`src/rtl/cbt_pkg.sv`:
```
package cbt_pkg;
   localparam int SEG_W   = 4;          // width of each segment length field
   localparam int QC_W    = SEG_W + 1;  // quantum counters and sums
   localparam int SEG_MIN = 1;
   localparam int SEG_MAX = 8;
   localparam int NBT_MIN = 8;
   localparam int NBT_MAX = 25;

   typedef enum logic [1:0] {
      SEG_SYNC = 2'd0,
      SEG_PROP = 2'd1,
      SEG_PH1  = 2'd2,
      SEG_PH2  = 2'd3
   } seg_e;

   typedef struct packed {
      logic [SEG_W-1:0] prop;
      logic [SEG_W-1:0] ph1;
      logic [SEG_W-1:0] ph2;
      logic [SEG_W-1:0] sjw;
   } seg_cfg_t;
endpackage

```
`src/rtl/cbt_cfg_latch.sv`:
```
module cbt_cfg_latch
   import cbt_pkg::*;
#(
   parameter int BRP_W = 6
) (
   input  logic             clk,
   input  logic             rst_n,
   input  logic             load,
   input  logic [BRP_W-1:0] brp_in,
   input  seg_cfg_t         seg_in,
   output logic [BRP_W-1:0] brp_q,
   output seg_cfg_t         seg_q,
   output logic             bad
);
   localparam int SUM_W = QC_W + 1;

   logic [SUM_W-1:0] nbt;
   logic [SUM_W-1:0] early;
   logic             range_bad;

   always_ff @(posedge clk or negedge rst_n) begin
      if (!rst_n) begin
         brp_q <= '0;
         seg_q <= '0;
      end else if (load) begin
         brp_q <= brp_in;
         seg_q <= seg_in;
      end
   end

   always_comb begin
      nbt   = SUM_W'(1) + SUM_W'(seg_q.prop) + SUM_W'(seg_q.ph1) + SUM_W'(seg_q.ph2);
      early = SUM_W'(seg_q.prop) + SUM_W'(seg_q.ph1);
      range_bad = (seg_q.prop < SEG_W'(SEG_MIN)) || (seg_q.prop > SEG_W'(SEG_MAX)) ||
                  (seg_q.ph1  < SEG_W'(SEG_MIN)) || (seg_q.ph1  > SEG_W'(SEG_MAX)) ||
                  (seg_q.ph2  < SEG_W'(SEG_MIN)) || (seg_q.ph2  > SEG_W'(SEG_MAX)) ||
                  (seg_q.sjw  < SEG_W'(1));
      bad = range_bad ||
            (nbt < SUM_W'(NBT_MIN)) || (nbt > SUM_W'(NBT_MAX)) ||
            (early < SUM_W'(seg_q.ph2)) ||
            (seg_q.ph2 <= seg_q.sjw);
   end
endmodule

```
`src/rtl/cbt_tq_div.sv`:
```
module cbt_tq_div #(
   parameter int BRP_W = 6
) (
   input  logic             clk,
   input  logic             rst_n,
   input  logic             run,
   input  logic             restart,
   input  logic [BRP_W-1:0] brp,
   output logic             tick
);
   localparam int CNT_W = BRP_W + 1;

   logic [CNT_W-1:0] cnt;
   logic [CNT_W-1:0] lim;

   assign lim  = {brp, 1'b1};           // 2*(brp+1) - 1
   assign tick = run && (cnt == lim);

   always_ff @(posedge clk or negedge rst_n) begin
      if (!rst_n)                 cnt <= '0;
      else if (!run || restart)   cnt <= '0;
      else if (tick)              cnt <= '0;
      else                        cnt <= cnt + 1'b1;
   end
endmodule

```
`src/rtl/cbt_seg_seq.sv`:
```
module cbt_seg_seq
   import cbt_pkg::*;
(
   input  logic     clk,
   input  logic     rst_n,
   input  logic     run,
   input  logic     tick,
   input  logic     fall_edge,
   input  logic     bus_idle,
   input  seg_cfg_t cfg,
   output logic     hard_sync,
   output logic     sample_pt,
   output logic     tx_pt
);
   seg_e            seg;
   logic [QC_W-1:0] qcnt;
   logic [QC_W-1:0] ext;
   logic [QC_W-1:0] shrink;
   logic            done;
   logic [QC_W-1:0] seg_len;
   logic [QC_W-1:0] err_q;
   logic [QC_W-1:0] adj;
   logic            last_q;
   logic            seg_done;
   logic            resync;

   assign hard_sync = run && fall_edge && bus_idle;
   assign resync    = run && fall_edge && !bus_idle && !done && (seg != SEG_SYNC);

   always_comb begin
      unique case (seg)
         SEG_SYNC: seg_len = QC_W'(1);
         SEG_PROP: seg_len = QC_W'(cfg.prop);
         SEG_PH1:  seg_len = QC_W'(cfg.ph1) + ext;
         default:  seg_len = QC_W'(cfg.ph2) - shrink;
      endcase
      unique case (seg)
         SEG_PROP: err_q = qcnt + 1'b1;
         SEG_PH1:  err_q = QC_W'(cfg.prop) + qcnt + 1'b1;
         SEG_PH2:  err_q = QC_W'(cfg.ph2) - qcnt;
         default:  err_q = '0;
      endcase
      adj      = (err_q < QC_W'(cfg.sjw)) ? err_q : QC_W'(cfg.sjw);
      last_q   = (qcnt + 1'b1) >= seg_len;
      seg_done = tick && last_q;
   end

   assign sample_pt = run && !hard_sync && seg_done && (seg == SEG_PH1);
   assign tx_pt     = run && !hard_sync && seg_done && (seg == SEG_PH2);

   always_ff @(posedge clk or negedge rst_n) begin
      if (!rst_n) begin
         seg <= SEG_SYNC; qcnt <= '0; ext <= '0; shrink <= '0; done <= 1'b0;
      end else if (!run || hard_sync) begin
         seg <= SEG_SYNC; qcnt <= '0; ext <= '0; shrink <= '0; done <= 1'b0;
      end else begin
         if (resync) begin
            done <= 1'b1;
            if (seg == SEG_PH2) shrink <= adj;
            else                ext    <= adj;
         end
         if (seg_done) begin
            qcnt <= '0;
            unique case (seg)
               SEG_SYNC: seg <= SEG_PROP;
               SEG_PROP: seg <= SEG_PH1;
               SEG_PH1:  seg <= SEG_PH2;
               default: begin
                  seg    <= SEG_SYNC;
                  ext    <= '0;
                  shrink <= '0;
                  done   <= 1'b0;
               end
            endcase
         end else if (tick) begin
            qcnt <= qcnt + 1'b1;
         end
      end
   end
endmodule

```
`src/rtl/can_bit_timer.sv`:
```
module can_bit_timer
   import cbt_pkg::*;
#(
   parameter int BRP_W          = 6,
   parameter int RX_SYNC_STAGES = 0
) (
   input  logic             clk,
   input  logic             rst_n,
   input  logic             config_mode,
   input  logic [BRP_W-1:0] cfg_brp,
   input  logic [SEG_W-1:0] cfg_prop,
   input  logic [SEG_W-1:0] cfg_ph1,
   input  logic [SEG_W-1:0] cfg_ph2,
   input  logic [SEG_W-1:0] cfg_sjw,
   input  logic             rx,
   input  logic             bus_idle,
   output logic             sample_pt,
   output logic             tx_pt,
   output logic             config_error
);
   if (BRP_W < 1 || BRP_W > 12) begin : g_bad_brp_w
      $error("can_bit_timer: BRP_W must lie in 1..12");
   end
   if (RX_SYNC_STAGES == 1 || RX_SYNC_STAGES < 0) begin : g_bad_sync
      $error("can_bit_timer: RX_SYNC_STAGES must be 0 or at least 2");
   end

   seg_cfg_t         seg_in;
   seg_cfg_t         seg_q;
   logic [BRP_W-1:0] brp_q;
   logic             cfg_bad;
   logic             run;
   logic             tq_tick;
   logic             hard_sync;
   logic             rx_s;
   logic             rx_prev;
   logic             fall_edge;

   assign seg_in = '{prop: cfg_prop, ph1: cfg_ph1, ph2: cfg_ph2, sjw: cfg_sjw};

   if (RX_SYNC_STAGES == 0) begin : g_rx_direct
      assign rx_s = rx;
   end else begin : g_rx_sync
      logic [RX_SYNC_STAGES-1:0] sr;
      always_ff @(posedge clk or negedge rst_n) begin
         if (!rst_n) sr <= '1;
         else        sr <= {sr[RX_SYNC_STAGES-2:0], rx};
      end
      assign rx_s = sr[RX_SYNC_STAGES-1];
   end

   always_ff @(posedge clk or negedge rst_n) begin
      if (!rst_n) rx_prev <= 1'b1;
      else        rx_prev <= rx_s;
   end
   assign fall_edge = rx_prev && !rx_s;

   cbt_cfg_latch #(.BRP_W(BRP_W)) u_cfg (
      .clk(clk), .rst_n(rst_n), .load(config_mode),
      .brp_in(cfg_brp), .seg_in(seg_in),
      .brp_q(brp_q), .seg_q(seg_q), .bad(cfg_bad)
   );

   assign run          = !config_mode && !cfg_bad;
   assign config_error = cfg_bad;

   cbt_tq_div #(.BRP_W(BRP_W)) u_div (
      .clk(clk), .rst_n(rst_n), .run(run), .restart(hard_sync),
      .brp(brp_q), .tick(tq_tick)
   );

   cbt_seg_seq u_seq (
      .clk(clk), .rst_n(rst_n), .run(run), .tick(tq_tick),
      .fall_edge(fall_edge), .bus_idle(bus_idle), .cfg(seg_q),
      .hard_sync(hard_sync), .sample_pt(sample_pt), .tx_pt(tx_pt)
   );
endmodule

```
`config.mk`:
```
export PLATFORM = sky130hd
export DESIGN_NAME = can_bit_timer
export DESIGN_NICKNAME = d
export VERILOG_FILES = /design/src/rtl/cbt_pkg.sv /design/src/rtl/cbt_cfg_latch.sv /design/src/rtl/cbt_tq_div.sv /design/src/rtl/cbt_seg_seq.sv /design/src/rtl/can_bit_timer.sv
export SDC_FILE = /design/constraint.sdc
export NUM_CORES = 1
export LEC_CHECK = 0
export ABC_AREA = 1
export BUFFER_PORTS_ARGS = -buffer_cell sky130_fd_sc_hd__buf_2
export CAP_MARGIN = 20
export CORE_MARGIN = 2
export CORE_UTILIZATION = 40
export CTS_CLUSTER_DIAMETER = 40
export DETAILED_ROUTE_END_ITERATION = 7
export GPL_TIMING_DRIVEN = 0
export PLACE_DENSITY = 0.6
export SYNTH_ARGS = -nofsm -noshare
export SYNTH_HDL_FRONTEND = slang
export SYNTH_SLANG_ARGS = --single-unit
```
`constraint.sdc`:
```
create_clock -name clk -period 3.2 [get_ports clk]
set_input_delay 0.64 -clock clk [delete_from_list [all_inputs] [get_ports clk]]
set_output_delay 0.64 -clock clk [all_outputs]
set_load 0.02 [all_outputs]
```
After elaboration in Yosys (flattened, before gate mapping)
Cells that the tools add are included.

Bits in registers: 48. Latch bits: 0. Memory bits (writable): 0. Memory bits (read-only): 0. Bits of input ports: 27. Memories: 0.

$add $sub $neg: 11. Multipliers: 0. Divide/modulo/power cells: 0. $lt $le $gt $ge: 13. Eq/ne operators: 4. Shift-type cells: 0. Multiplexer cells: 25. Bitwise operators: 0. Reductions and logical operators: 36.

Operators by type and width (count): $mux 5 (14); $pmux 5 s3 (2); $lt 4x1->1 const B (4); $mux 7 (2); $logic_and 1x1->1 (13); $add 6x4->6 (2); $gt 4x4->1 const B (3); $logic_or 1x1->1 (11); $add 4x5->5 (2); $add 5x1->5 const B (2); $sub 4x5->5 (2); $add 7x1->7 const B (1); $eq 7x7->1 (1); $logic_not 1->1 (7); $gt 6x5->1 const B (1); $lt 6x4->1 (1); $lt 6x4->1 const B (1); $pmux 2 s3 (1); $add 1x4->5 const A (1); $add 4x4->5 (1); $ge 5x5->1 (1); $lt 5x4->1 (1); $eq 2x2->1 const B (2); $le 4x4->1 (1); 7 further kinds (12).

Depth between registers and ports, before layout
Depth after elaboration: 21. Mapped depth: 21. Depth with buffers taken out: 21.

Cells and area by module
From an unflattened synthesis, not the netlist that was laid out.

Cell total of the unflattened synthesis: 531. Area total of the unflattened synthesis: 4056.4 µm².

Modules (own cells, without submodules): cbt_seg_seq (times used 1, cells an instance 281, area an instance 2053.2 µm², seq. area each 450.4 µm²); cbt_cfg_latch (times used 1, cells an instance 183, area an instance 1505.2 µm², seq. area each 550.5 µm²); cbt_tq_div (times used 1, cells an instance 63, area an instance 457.9 µm², seq. area each 175.2 µm²); can_bit_timer (times used 1, cells an instance 4, area an instance 40.0 µm², seq. area each 26.3 µm²).

Worst setup path before layout
Ideal clock, no wire load.

Path type: flip-flop to output port. Start point: reg u_cfg.seg_q[13] (netlist name). End point: out tx_pt. Arrival: 3163 ps. Path slack: -603 ps. Cell stages (with the launch flop): 16. Buffers on the path: 0. Cells stage by stage: dfrtp_1 > inv_1 > ha_1 > fa_1 > ha_1 > inv_1 > fa_1 > nand2_1 > nand3_1 > nand3b_1 > inv_1 > nor2_4 > nand2_4 > nor2_8 > nand2_4 > nor3_1.

Longest elaborated chain between the ends: 19. Elaborated cells on any way between the ends: 31. Those cells by class: add/sub: 4; order compare: 6; mux: 1; reduce/logical: 20.

Ends and longest elaborated chain: parallel branches: the longest is 9 deep, another holds $add 6x4->6; $logic_or 1x1->1 (*) (line cbt_cfg_latch.sv:39) `(nbt < SUM_W'(NBT_MIN)) || (nbt > SUM_W'(NBT_MAX)) ||`; $logic_or 1x1->1 (*) (line cbt_cfg_latch.sv:40) `(early < SUM_W'(seg_q.ph2)) ||`; named net config_error (line can_bit_timer.sv:19) `output logic config_error`; $logic_not 1->1 (*) (line can_bit_timer.sv:64) `assign run = !config_mode && !cfg_bad;`; $logic_and 1x1->1 (*) (line can_bit_timer.sv:64); $logic_and 1x1->1 (2 in series) (line cbt_seg_seq.sv:27) `assign hard_sync = run && fall_edge && bus_idle;`; $logic_not 1->1 (line cbt_seg_seq.sv:49) `assign tx_pt = run && !hard_sync && seg_done && (seg == SEG_PH2);`; $logic_and 1x1->1 (line cbt_seg_seq.sv:49); $logic_and 1x1->1 (*) (2 in series) (line cbt_seg_seq.sv:49); to (decl) (line can_bit_timer.sv:18) `output logic tx_pt,`.

Mark *: on every way through the listed nets, which the timed path passes.

Worst setup path in the final report
Start point: reg u_cfg.seg_q[4] (netlist name). End point: out sample_pt.

Longest elaborated chain between the ends: 16. Elaborated cells on any way between the ends: 27. Those cells by class: add/sub: 2; order compare: 7; mux: 1; reduce/logical: 17.

Ends and longest elaborated chain: parallel branches: the longest is 14 deep, another holds $add 6x4->6; $logic_and 1x1->1 (*) (2 in series) (line cbt_seg_seq.sv:48) `assign sample_pt = run && !hard_sync && seg_done && (seg == SEG_PH1);`; to (decl) (line can_bit_timer.sv:17) `output logic sample_pt,`.

Mark *: on every way between the ends.

==> impl_summary.txt <==
----------------------------------------------------
[STA]
  Time the worst path needs with I/O delays and setup ... 4.00 ns
  Max Clock Freq ... 0.250 GHz
  Clock skew after layout ... 0.00539 ns
  RSZ-0062 raised after global routing ... yes
  Final hold vios ... 0
  Setup Viol. Count Final ... 26
  Final worst hold slack ... 0.293 ns
  Final clock period utilization by the worst path ... 1.25
  Worst-Margin Slew ... 0.675 ns
  Worst-case setup margin in the final layout ... -0.801 ns
  Max-slew headroom at the worst pin ... 0.546
  Final Max Tran Viols ... 0

[Clocking]
  CTS tree ... built
  Clock insertion delay at the later pin of the skew report ... 0.31 ns
  Longest Clk Path Bufs ... 2
  Register clock-pin slew on the reported worst setup and hold paths ... 0.10 ns
  Number of levels in the clock H-tree ... 2
  Total CTS buffers ... 5
  Number of sinks handled by clock tree synthesis ... 48
  Root buffer cell ... clkbuf_8

[Critical path]
  Crit Reg-Reg Startpoint ... u_cfg.seg_q[4]$_DFFE_PN0P_
  Worst reg2reg setup slack ... -0.11 ns
  Largest fanout of any net on the critical path ... 4
  Critical path required time ... 2.56 ns
  Type of the worst setup path ... flop to output port
  Worst r2r path cells ... 19
  WP data arrival ... 3.36 ns
  Element type at the critical path end ... output port
  CP Launch Type ... flop
  Terminus of the critical flop-to-flop path ... u_seq.shrink[1]$_DFF_PN0_

[Synth]
  EDFF count, synth ... 0
  Distinct cell type count after synthesis ... 38
  Synth top area share ... 0.296
  Syn Std Cell Area ... 3980 µm²
  Per-instance average area after synthesis ... 7.56 µm²
  Asr flop ratio synth ... 1.00
  Number of instances in the synthesized netlist ... 526
  Net count of the mapped netlist ... 610
  Dominant synthesized flop cell ... dfrtp_1
  Sequential share of the synthesized area ... 0.302
  Flops & latches, synth ... 48
  Leading cell types by total area after synthesis ... dfrtp_1 30%, ha_1 15%, nand2_1 13%, inv_1 7.5%, fa_1 5.0%
  Yosys warns ... 0
  Leading area contributor after synthesis ... dfrtp_1

[Die]
  Area of the core ... 9730 µm²
  Effective utilization at floorplan ... 0.409
  Site Rows ... 36
  Die width ... 104 µm
  Chip Height ... 104 µm
  Count of pins on the block boundary ... 30
  Total die area ... 10800 µm²

[Routing]
  Number of remaining DRC errors ... 0
  Vias ... 3511
  Antenna violation net count after detailed routing ... 0
  Detailed Route Iter0 Violations ... 163
  First drt pass iteration count ... 4
  Total Routed Length ... 10100 µm
  Routed wire length per instance ... 14.2 µm
  Average vias per placed instance ... 4.92

[Power]
  Power density of the placed cells ... 355 nW/µm²
  Leakage power figure ... 2.47 nW
  Worst IR drop on VDD ... 148 µV
  Total Power Consumption ... 0.00168 W

[Placement]
  Estimated wirelength of the detail-placed design ... 7790 µm
  Setup slack after placement ... -0.727 ns
  Gpl congestion ... 0.862
  Input/output buffers ... 29

[Layout]
  Share of layout cells above drive strength 1 ... 0.182
  Total number of nets in the final design ... 664
  Highest-count cells in the layout ignoring fill and taps ... 134 x nand2_1, 73 x inv_1, 44 x dfrtp_1, 43 x ha_1, 38 x nor2_1
  Most frequent standard cell in the layout excluding fill and tap cells ... nand2_1
  Number of antenna repair diodes ... 0
  Filler cell count ... 998
  Post-layout utilization of the core ... 0.486
  Layout overhead on the synthesized area ... 19.1%

[GRT]
  GRT Residual Overflow ... 0
  Via count of the first global-routing pass ... 3581
  Initial antenna violation count ... 0
  Largest net degree at the start of global routing ... 49
  Total routing usage reported by global routing ... 0.199
  First-pass GRT wire length ... 17300 µm

[Hold path]
  Kind of path behind the tightest hold check ... primary input to asynchronous set/reset pin

[Outcome]
  Result of the run ... complete, but fails checks
  Violations in the final reports ... negative setup slack

[Job]
  Number of maximum-capacitance constraint violations ... 0

----------------------------------------------------
==> state kept, by name, indices dropped and copies added, names as in the netlist <==
signal        flops
u_cfg.seg_q      16
rx_prev           1
u_seq.ext         5
u_div.cnt         7
u_seq.qcnt        5
u_seq.shrink      5
u_cfg.brp_q       6
u_seq.seg         2
u_seq.done        1
==> worst max-delay path, stage by stage (launching register included) <==
cell and delay, ns:
dfrtp_1 0.38, clkinvlp_4 0.17, buf_12 0.17, fa_1 0.42, inv_1 0.08, ha_2 0.18
inv_2 0.04, fa_1 0.47, nand2_1 0.05, nand3_1 0.07, nand3b_1 0.20, inv_2 0.07
nor2_4 0.11, nand2_4 0.08, nor2_8 0.13, nand2_8 0.08, inv_4 0.07, nand2_4 0.06
nor2_4 0.10, buf_6 0.12
==> Yosys cell counts (2+ instances only) <==
cell,number
nor2_8,2
fa_1,10
inv_1,79
a211oi_1,2
o22ai_1,5
inv_2,5
o211ai_1,3
nand2_4,2
xor2_1,10
o2111ai_1,2
nand2_1,137
o21ai_0,28
clkbuf_1,5
nor2_2,3
nand4_1,7
nand3_1,35
ha_1,47
xnor2_1,4
o21ai_1,10
nand3_2,3
nor2_1,41
dfrtp_1,47
a21oi_1,14
nand3b_1,7
nor2_4,5
==> per-layer routing <==
metal,up-vias,global-route usage,wire length [µm]
met1,1638,0.261,4720
met2,54,0.354,4950
met4,0,0.0425,138
li1,1806,-,-
met3,13,0.0201,296
met5,-,0,0
==> area by class of cell <==
class	count	area, µm²	area share
tap	133	166	0.0352
timing repair buffer	46	317	0.0669
clock buffer	5	68.8	0.0145
inverter	85	330	0.0698
sequential	48	1210	0.255
buffer	6	23.8	0.00502
multi-input combinational	388	2570	0.544
clock inverter	3	46.3	0.00978
==> cells by family (layout without fill, tap and decap cells) <==
group	count (synthesis)	in the layout	share of synthesized area
and+or+nand+nor	248	249	0.288
buffers and inverters	91	145	0.0862
AOI/OAI and AO/OA	68	68	0.0944
adders and majority gates	57	57	0.198
DFF	48	48	0.302
xor gates and xnor gates	14	14	0.0308
==> where the power goes <==
part	internal, W	leakage (nW)	switching (W)
Combinational	0.000228	1.79	0.000313
Clock	0.000236	0.0548	0.000229
Sequential	0.000633	0.624	0.0000389
==> worst max path at each step <==
stage | start | slack [ns] | cells after the start | to
after floorplan | u_cfg.seg_q[12]$_DFFE_PN0P_ | -0.33 | 17 | sample_pt
after global placement | u_cfg.seg_q[4]$_DFFE_PN0P_ | -0.68 | 21 | sample_pt
after detailed placement | u_cfg.seg_q[4]$_DFFE_PN0P_ | -0.73 | 21 | sample_pt
after CTS | u_cfg.seg_q[13]$_DFFE_PN0P_ | -0.81 | 18 | sample_pt
after global routing | u_cfg.seg_q[8]$_DFFE_PN0P_ | -0.97 | 18 | sample_pt
final | u_cfg.seg_q[4]$_DFFE_PN0P_ | -0.80 | 19 | sample_pt
==> metrics by stage <==
step / area, µm² / setup TNS [ns] / instances
floorplan: 4030 / -0.592 / 526
global placement: 4340 / -3.13 / 688
detailed placement: 4340 / -4.09 / 688
finish: 4730 / -4.10 / 714
global route: 4730 / -8.79 / 714
CTS: 4640 / -3.75 / 711
==> what timing repair did <==
| action | in CTS | in global routing |
|---|---|---|
| pin swaps | 4 | 5 |
| buffers inserted | 14 | 2 |
| cloned | 1 | 0 |
| hold buffers | 0 | 0 |
| resized for setup | 19 | 11 |
| endpoints found under the setup margin | 27 | 28 |
No activity file was read; power rests on OpenSTA's default activity.
